File: config.mk
export PLATFORM = sky130hd
export DESIGN_NAME = iox_outregs
export DESIGN_NICKNAME = d
export VERILOG_FILES = /design/src/rtl/iox_pkg.sv /design/src/rtl/iox_decode.sv /design/src/rtl/iox_led_latch.sv /design/src/rtl/iox_coin.sv /design/src/rtl/iox_outregs.sv
export SDC_FILE = /design/constraint.sdc
export NUM_CORES = 1
export LEC_CHECK = 0
export BUFFER_PORTS_ARGS = -buffer_cell sky130_fd_sc_hd__buf_2
export CAP_MARGIN = 30
export CORE_ASPECT_RATIO = 0.8
export CORE_MARGIN = 1
export CORE_UTILIZATION = 35
export CTS_CLUSTER_SIZE = 20
export DETAILED_ROUTE_END_ITERATION = 12
export GPL_ROUTABILITY_DRIVEN = 0
export RECOVER_POWER = 50
export SKIP_LAST_GASP = 1
export SYNTH_ARGS = -nofsm -noshare
export SYNTH_HDL_FRONTEND = slang
export SYNTH_SLANG_ARGS = --single-unit
File: constraint.sdc
create_clock -name clk -period 3.7 [get_ports clk]
set_input_delay 0.74 -clock clk [delete_from_list [all_inputs] [get_ports clk]]
set_output_delay 0.74 -clock clk [all_outputs]
set_load 0.02 [all_outputs]
File: src/rtl/iox_pkg.sv
package iox_pkg;
  localparam int unsigned ADDR_W = 24;
  localparam int unsigned NREG   = 7;

  typedef enum logic [2:0] {
    RG_JOY   = 3'd0,
    RG_CARD  = 3'd1,
    RG_LATCH = 3'd2,
    RG_LDATA = 3'd3,
    RG_RTC   = 3'd4,
    RG_CCLR  = 3'd5,
    RG_CSET  = 3'd6
  } reg_e;

  function automatic logic [ADDR_W-1:0] reg_base(input int unsigned idx);
    case (idx)
      0:       return 24'h380001;
      1:       return 24'h380011;
      2:       return 24'h380031;
      3:       return 24'h380041;
      4:       return 24'h380051;
      5:       return 24'h380061;
      default: return 24'h3800E1;
    endcase
  endfunction

  function automatic logic [ADDR_W-1:0] reg_mask(input int unsigned idx);
    case (idx)
      0, 1:    return 24'hFE0071;
      default: return 24'hFE00F1;
    endcase
  endfunction
endpackage

File: src/rtl/iox_decode.sv
module iox_decode
  import iox_pkg::*;
(
  input  logic [ADDR_W-2:0] addr,
  input  logic              wr_ok,
  output logic [NREG-1:0]   hit
);
  for (genvar g = 0; g < NREG; g++) begin : g_reg
    localparam logic [ADDR_W-1:0] BASE = reg_base(g);
    localparam logic [ADDR_W-1:0] MASK = reg_mask(g);
    assign hit[g] = wr_ok && (((addr ^ BASE[ADDR_W-1:1]) & MASK[ADDR_W-1:1]) == '0);
  end
endmodule

File: src/rtl/iox_led_latch.sv
module iox_led_latch #(
  parameter int unsigned NLAT = 3,
  parameter int unsigned DW   = 8
) (
  input  logic                     clk,
  input  logic                     rst,
  input  logic [DW-1:0]            ldata,
  input  logic                     ctrl_we,
  input  logic [NLAT-1:0]          ctrl_new,
  output logic [NLAT-1:0][DW-1:0]  lat_q
);
  logic [NLAT-1:0] ctrl_q;

  always_ff @(posedge clk) begin
    if (rst)          ctrl_q <= '0;
    else if (ctrl_we) ctrl_q <= ctrl_new;
  end

  for (genvar g = 0; g < NLAT; g++) begin : g_lat
    logic fall;
    assign fall = ctrl_we && ctrl_q[g] && !ctrl_new[g];

    always_ff @(posedge clk) begin
      if (rst)       lat_q[g] <= '0;
      else if (fall) lat_q[g] <= ldata;
    end

    p_capture_r7: assert property (@(posedge clk) disable iff (rst)
      (ctrl_we && ctrl_q[g] && !ctrl_new[g]) |=> (lat_q[g] == $past(ldata)));

    p_hold_r8: assert property (@(posedge clk) disable iff (rst)
      (!ctrl_we || !ctrl_q[g] || ctrl_new[g]) |=> $stable(lat_q[g]));
  end
endmodule

File: src/rtl/iox_coin.sv
module iox_coin #(
  parameter int unsigned NCH = 4,
  localparam int unsigned CW = $clog2(NCH)
) (
  input  logic           clk,
  input  logic           rst,
  input  logic           set_hit,
  input  logic           clr_hit,
  input  logic [CW-1:0]  chan,
  output logic [NCH-1:0] sink
);
  for (genvar g = 0; g < NCH; g++) begin : g_ch
    always_ff @(posedge clk) begin
      if (rst)                                 sink[g] <= 1'b0;
      else if (set_hit && chan == CW'(g))      sink[g] <= 1'b1;
      else if (clr_hit && chan == CW'(g))      sink[g] <= 1'b0;
    end
  end

  p_coin_idle_r9: assert property (@(posedge clk) disable iff (rst)
    !(set_hit || clr_hit) |=> $stable(sink));

  p_coin_set_r10: assert property (@(posedge clk) disable iff (rst)
    set_hit |=> sink[$past(chan)]);

  p_coin_clr_r9: assert property (@(posedge clk) disable iff (rst)
    clr_hit |=> !sink[$past(chan)]);
endmodule

File: src/rtl/iox_outregs.sv
module iox_outregs
  import iox_pkg::*;
#(
  parameter int unsigned DW      = 8,
  parameter int unsigned NLAT    = 3,
  parameter int unsigned STB_LSB = 3,
  parameter int unsigned NCOIN   = 4,
  parameter int unsigned RTC_W   = 3,
  localparam int unsigned NIB    = DW / 2,
  localparam int unsigned CW     = $clog2(NCOIN)
) (
  input  logic              clk,
  input  logic              rst,
  input  logic [ADDR_W-2:0] bus_addr,
  input  logic [15:0]       bus_wdata,
  input  logic              bus_uds,
  input  logic              bus_lds,
  input  logic              bus_we,
  output logic [NIB-1:0]    joy_p1_out,
  output logic [NIB-1:0]    joy_p2_out,
  output logic [DW-1:0]     card_bank,
  output logic [DW-1:0]     led_marquee,
  output logic [DW-1:0]     led1,
  output logic [DW-1:0]     led2,
  output logic              rtc_din,
  output logic              rtc_clk,
  output logic              rtc_stb,
  output logic [NCOIN-1:0]  coin_sink
);
  logic [NREG-1:0]         hit;
  logic                    wr_ok;
  logic [DW-1:0]           wbyte;
  logic [DW-1:0]           joy_q, card_q, ldata_q;
  logic [RTC_W-1:0]        rtc_q;
  logic [NLAT-1:0][DW-1:0] lat;
  logic                    unused_ok;

  assign wr_ok     = bus_we && bus_lds;
  assign wbyte     = bus_wdata[DW-1:0];
  assign unused_ok = ^{bus_uds, bus_wdata[15:DW]};

  iox_decode i_dec (.addr(bus_addr), .wr_ok(wr_ok), .hit(hit));

  always_ff @(posedge clk) begin
    if (rst) begin
      joy_q   <= '0;
      card_q  <= '0;
      ldata_q <= '0;
      rtc_q   <= '0;
    end else begin
      if (hit[RG_JOY])   joy_q   <= wbyte;
      if (hit[RG_CARD])  card_q  <= wbyte;
      if (hit[RG_LDATA]) ldata_q <= wbyte;
      if (hit[RG_RTC])   rtc_q   <= wbyte[RTC_W-1:0];
    end
  end

  iox_led_latch #(.NLAT(NLAT), .DW(DW)) i_lat (
    .clk(clk), .rst(rst), .ldata(ldata_q),
    .ctrl_we(hit[RG_LATCH]),
    .ctrl_new(bus_wdata[STB_LSB +: NLAT]),
    .lat_q(lat)
  );

  iox_coin #(.NCH(NCOIN)) i_coin (
    .clk(clk), .rst(rst),
    .set_hit(hit[RG_CSET]), .clr_hit(hit[RG_CCLR]),
    .chan(bus_addr[CW-1:0]),
    .sink(coin_sink)
  );

  assign joy_p1_out  = joy_q[NIB-1:0];
  assign joy_p2_out  = joy_q[DW-1:NIB];
  assign card_bank   = card_q;
  assign led_marquee = lat[0];
  assign led1        = lat[1];
  assign led2        = lat[2];
  assign rtc_din     = rtc_q[0];
  assign rtc_clk     = rtc_q[1];
  assign rtc_stb     = rtc_q[2];

  p_single_hit_r2: assert property (@(posedge clk) disable iff (rst)
    $onehot0(hit));

  p_strobe_gate_r3: assert property (@(posedge clk) disable iff (rst)
    !(bus_we && bus_lds) |=> $stable({joy_q, card_q, ldata_q, rtc_q, lat, coin_sink}));

  p_reset_clear_r1: assert property (@(posedge clk)
    $past(rst) |-> (joy_q == '0 && card_q == '0 && coin_sink == '0 && rtc_q == '0));
endmodule

==> run summary <==
Status: finished clean
Final layout net count: 334
Largest net degree at the start of global routing: 31
DRC: 0
Slowest stage cell on the critical path: and4_1
Max Root-Sink Buffers: 2
Crit path max fanout: 10
First-pass GRT wire length: 8560 um
Avg Cell Area, Syn: 10.6 um2
Area grow syn2layout: 27.1%
Clk pwr share: 51.1%
Post-synthesis instance area: 0.00228 mm2
Die W: 92.3 um
Fin crit period: 1970 ps
Die ar.: 0.00685 mm2
Static leakage: 1.42 nW
CTS Root Cell: clkbuf_8
Post-CTS resize count: 0
Worst Setup SP: bus_addr[21]
Sequential-to-total area share from yosys stat: 50.9%
Fin crit share: 53.1%
Worst-path cell chain: buf_2, nor4b_2, buf_4, and4_1, mux2i_1, nor2_1
Grt ovf: 0
Initial antenna violation count: 0
Critical path endpoint category: flop
Hold Crit Class: flop to flop
Netlist cell types: 25
N_diodes: 0
Pre-Repair DR Iteration Count: 4
Max Fclk: 0.509 GHz
Number of synthesized register bits: 58
Gate power share: 3.6%
Worst-skew pair later-pin latency: 330 ps
Htree depth: 3
Cells after Synth: 216
Worst slew margin: 59.4%
Hold Buf Count CTS: 0
# IOs: 91
Syn nets: 260
Setup Skew: 3.69 ps
Final WL: 5190 um
Slew at the pin with the worst max-slew slack: 609 ps
Clk sink count: 58
DRT iter0 DRCs: 71
YS warnings: 0
Layout cells sized above 1: 16.9%
Final worst slack: 1730 ps
Post-DR wirelength/cell: 13.8 um
Worst Path Arrival: 2170 ps
FP Rows: 25
Worst IR drop on VDD: 0.234 mV
Register share of total power: 45.3%
Total Routing Usage GR: 16.9%
IO buf count: 71
Critical path type: primary input to flop
Final slew viol count: 0
Place WS: 1360 ps
Starting Density: 37.4%
Die Ht: 74.2 um
Reg2reg start: i_lat.ctrl_q[0]
Min-Delay Startpoint: i_lat.ctrl_q[1]
Final hold violation count: 0
Worst path max stage delay: 540 ps
Internal: 1.09 mW
# Max-Cap Violations: 0
Hold Path Depth: 2
WP data required: 3900 ps
Sw Ratio: 20.9%
Core area: 0.00610 mm2
Vias per Instance: 4.80
RSZ-0062 raised after global routing: no
Final setup fails: 0
Setup TNS: 0 ps
PwrDens: 475 mW/mm2
Vias in the first global route: 1686
Postcts setup bufs: 0
Num CTS Buffers: 9
Reg2reg path depth: 4
CTS clk-pin slew, worst paths: 70 ps
CTS tree: built
Psw: 0.288 mW
Setup crit start kind: primary input
DPL Wire Length: 3660 um
Via count: 1805
Post-DRT Antenna Nets: 0
## routing by layer
layer / vias to the layer above / track usage [%] / share of wire, %
li1: 898 / - / -
met1: 842 / 21.5 / 48
met2: 58 / 25.0 / 43
met3: 7 / 8.38 / 7.8
met4: 0 / 5.73 / 1.2
met5: - / 0 / 0
## critical path, delay by kind of cell
kind,cells,cell delay [ps]
multiplexers,1,240
buffers and inverters,2,330
AND/OR/NAND/NOR,3,850
## path summary, 6_finish.rpt
check | endpoint | slack [ps]
max | i_lat.lat_q[5] | 1730
min | i_lat.ctrl_q[1] | 500
max reg2reg | i_lat.lat_q[5] | 2220
min reg2reg | i_lat.ctrl_q[1] | 500
## layout by cell type (no fill, tap or decap), drive strengths merged
cell type / instances
buf: 25
nand2: 1
nand4: 8
clkinv: 4
mux2i: 54
nor3b: 1
nand2b: 2
clkbuf: 57
nor4b: 2
and4: 1
nand3: 1
and4bb: 1
o21ai: 6
nor3: 1
bufinv: 3
nor4bb: 5
and3: 1
o31ai: 2
dfxtp: 58
nor2b: 6
nand4b: 1
or3: 1
nor2: 54
## cells in the mapped netlist, drive strengths merged
cell type	n	area [um2]
and3	1	6.26
mux2i	54	541
nand4b	1	8.76
nor3b	1	7.51
nand2	1	3.75
nor2	54	203
nor3	1	5.00
nand3	1	10.0
nor4bb	5	50.1
and4	1	8.76
and4bb	1	12.5
nor2b	6	37.5
dfxtp	58	1160
nand2b	2	12.5
nor4b	2	23.8
o21ai	6	30.0
or3	1	11.3
buf	4	31.3
o31ai	2	15.0
clkbuf	6	22.5
nand4	8	81.3
## cell type report
cell class | instances | area, um2
fill | 630 | 3200
tap | 81 | 101
clock inverter | 7 | 118
sequential | 58 | 1160
clock buffer | 9 | 124
timing repair buffer | 73 | 330
multi-input combinational | 148 | 1070
## sequential cells by signal, summed over array words and instances (netlist names)
signal	flops
rtc_q	3
i_lat.lat_q	24
joy_q	8
i_coin.sink	4
ldata_q	8
card_bank	8
i_lat.ctrl_q	3
## cell families after synthesis
| logic type | count (synthesis) | share of synthesized area [%] |
|---|---|---|
| and+or+nand+nor | 86 | 21.1 |
| DFF | 58 | 50.9 |
| muxes | 54 | 23.7 |
| buffers and inverters | 10 | 2.36 |
| AOI/OAI and AO/OA | 8 | 1.97 |
## stage by stage
step           total power [mW]  instance area, um2  hold slack, ps  std cells  utilization [%]
2_1_floorplan             0.659                2280             454        216                -
3_3_place_gp              0.684                2690             470        359             44.1
3_5_place_dp              0.688                2720             481        360             44.6
4_1_cts                    1.40                2960             499        376             48.6
5_1_grt                    1.43                2900             524        376             47.6
6_report                   1.38                2900             496        376             47.6
## power groups by stage
stage	clock network, mW	registers, mW	logic (mW)
6_report	0.703	0.624	0.0494
5_1_grt	0.753	0.624	0.0550
4_1_cts	0.721	0.624	0.0499
3_5_place_dp	0	0.638	0.0498
3_3_place_gp	0	0.638	0.0456
2_1_floorplan	0	0.638	0.0202
Note: power is estimated with default switching activity, not from simulation.
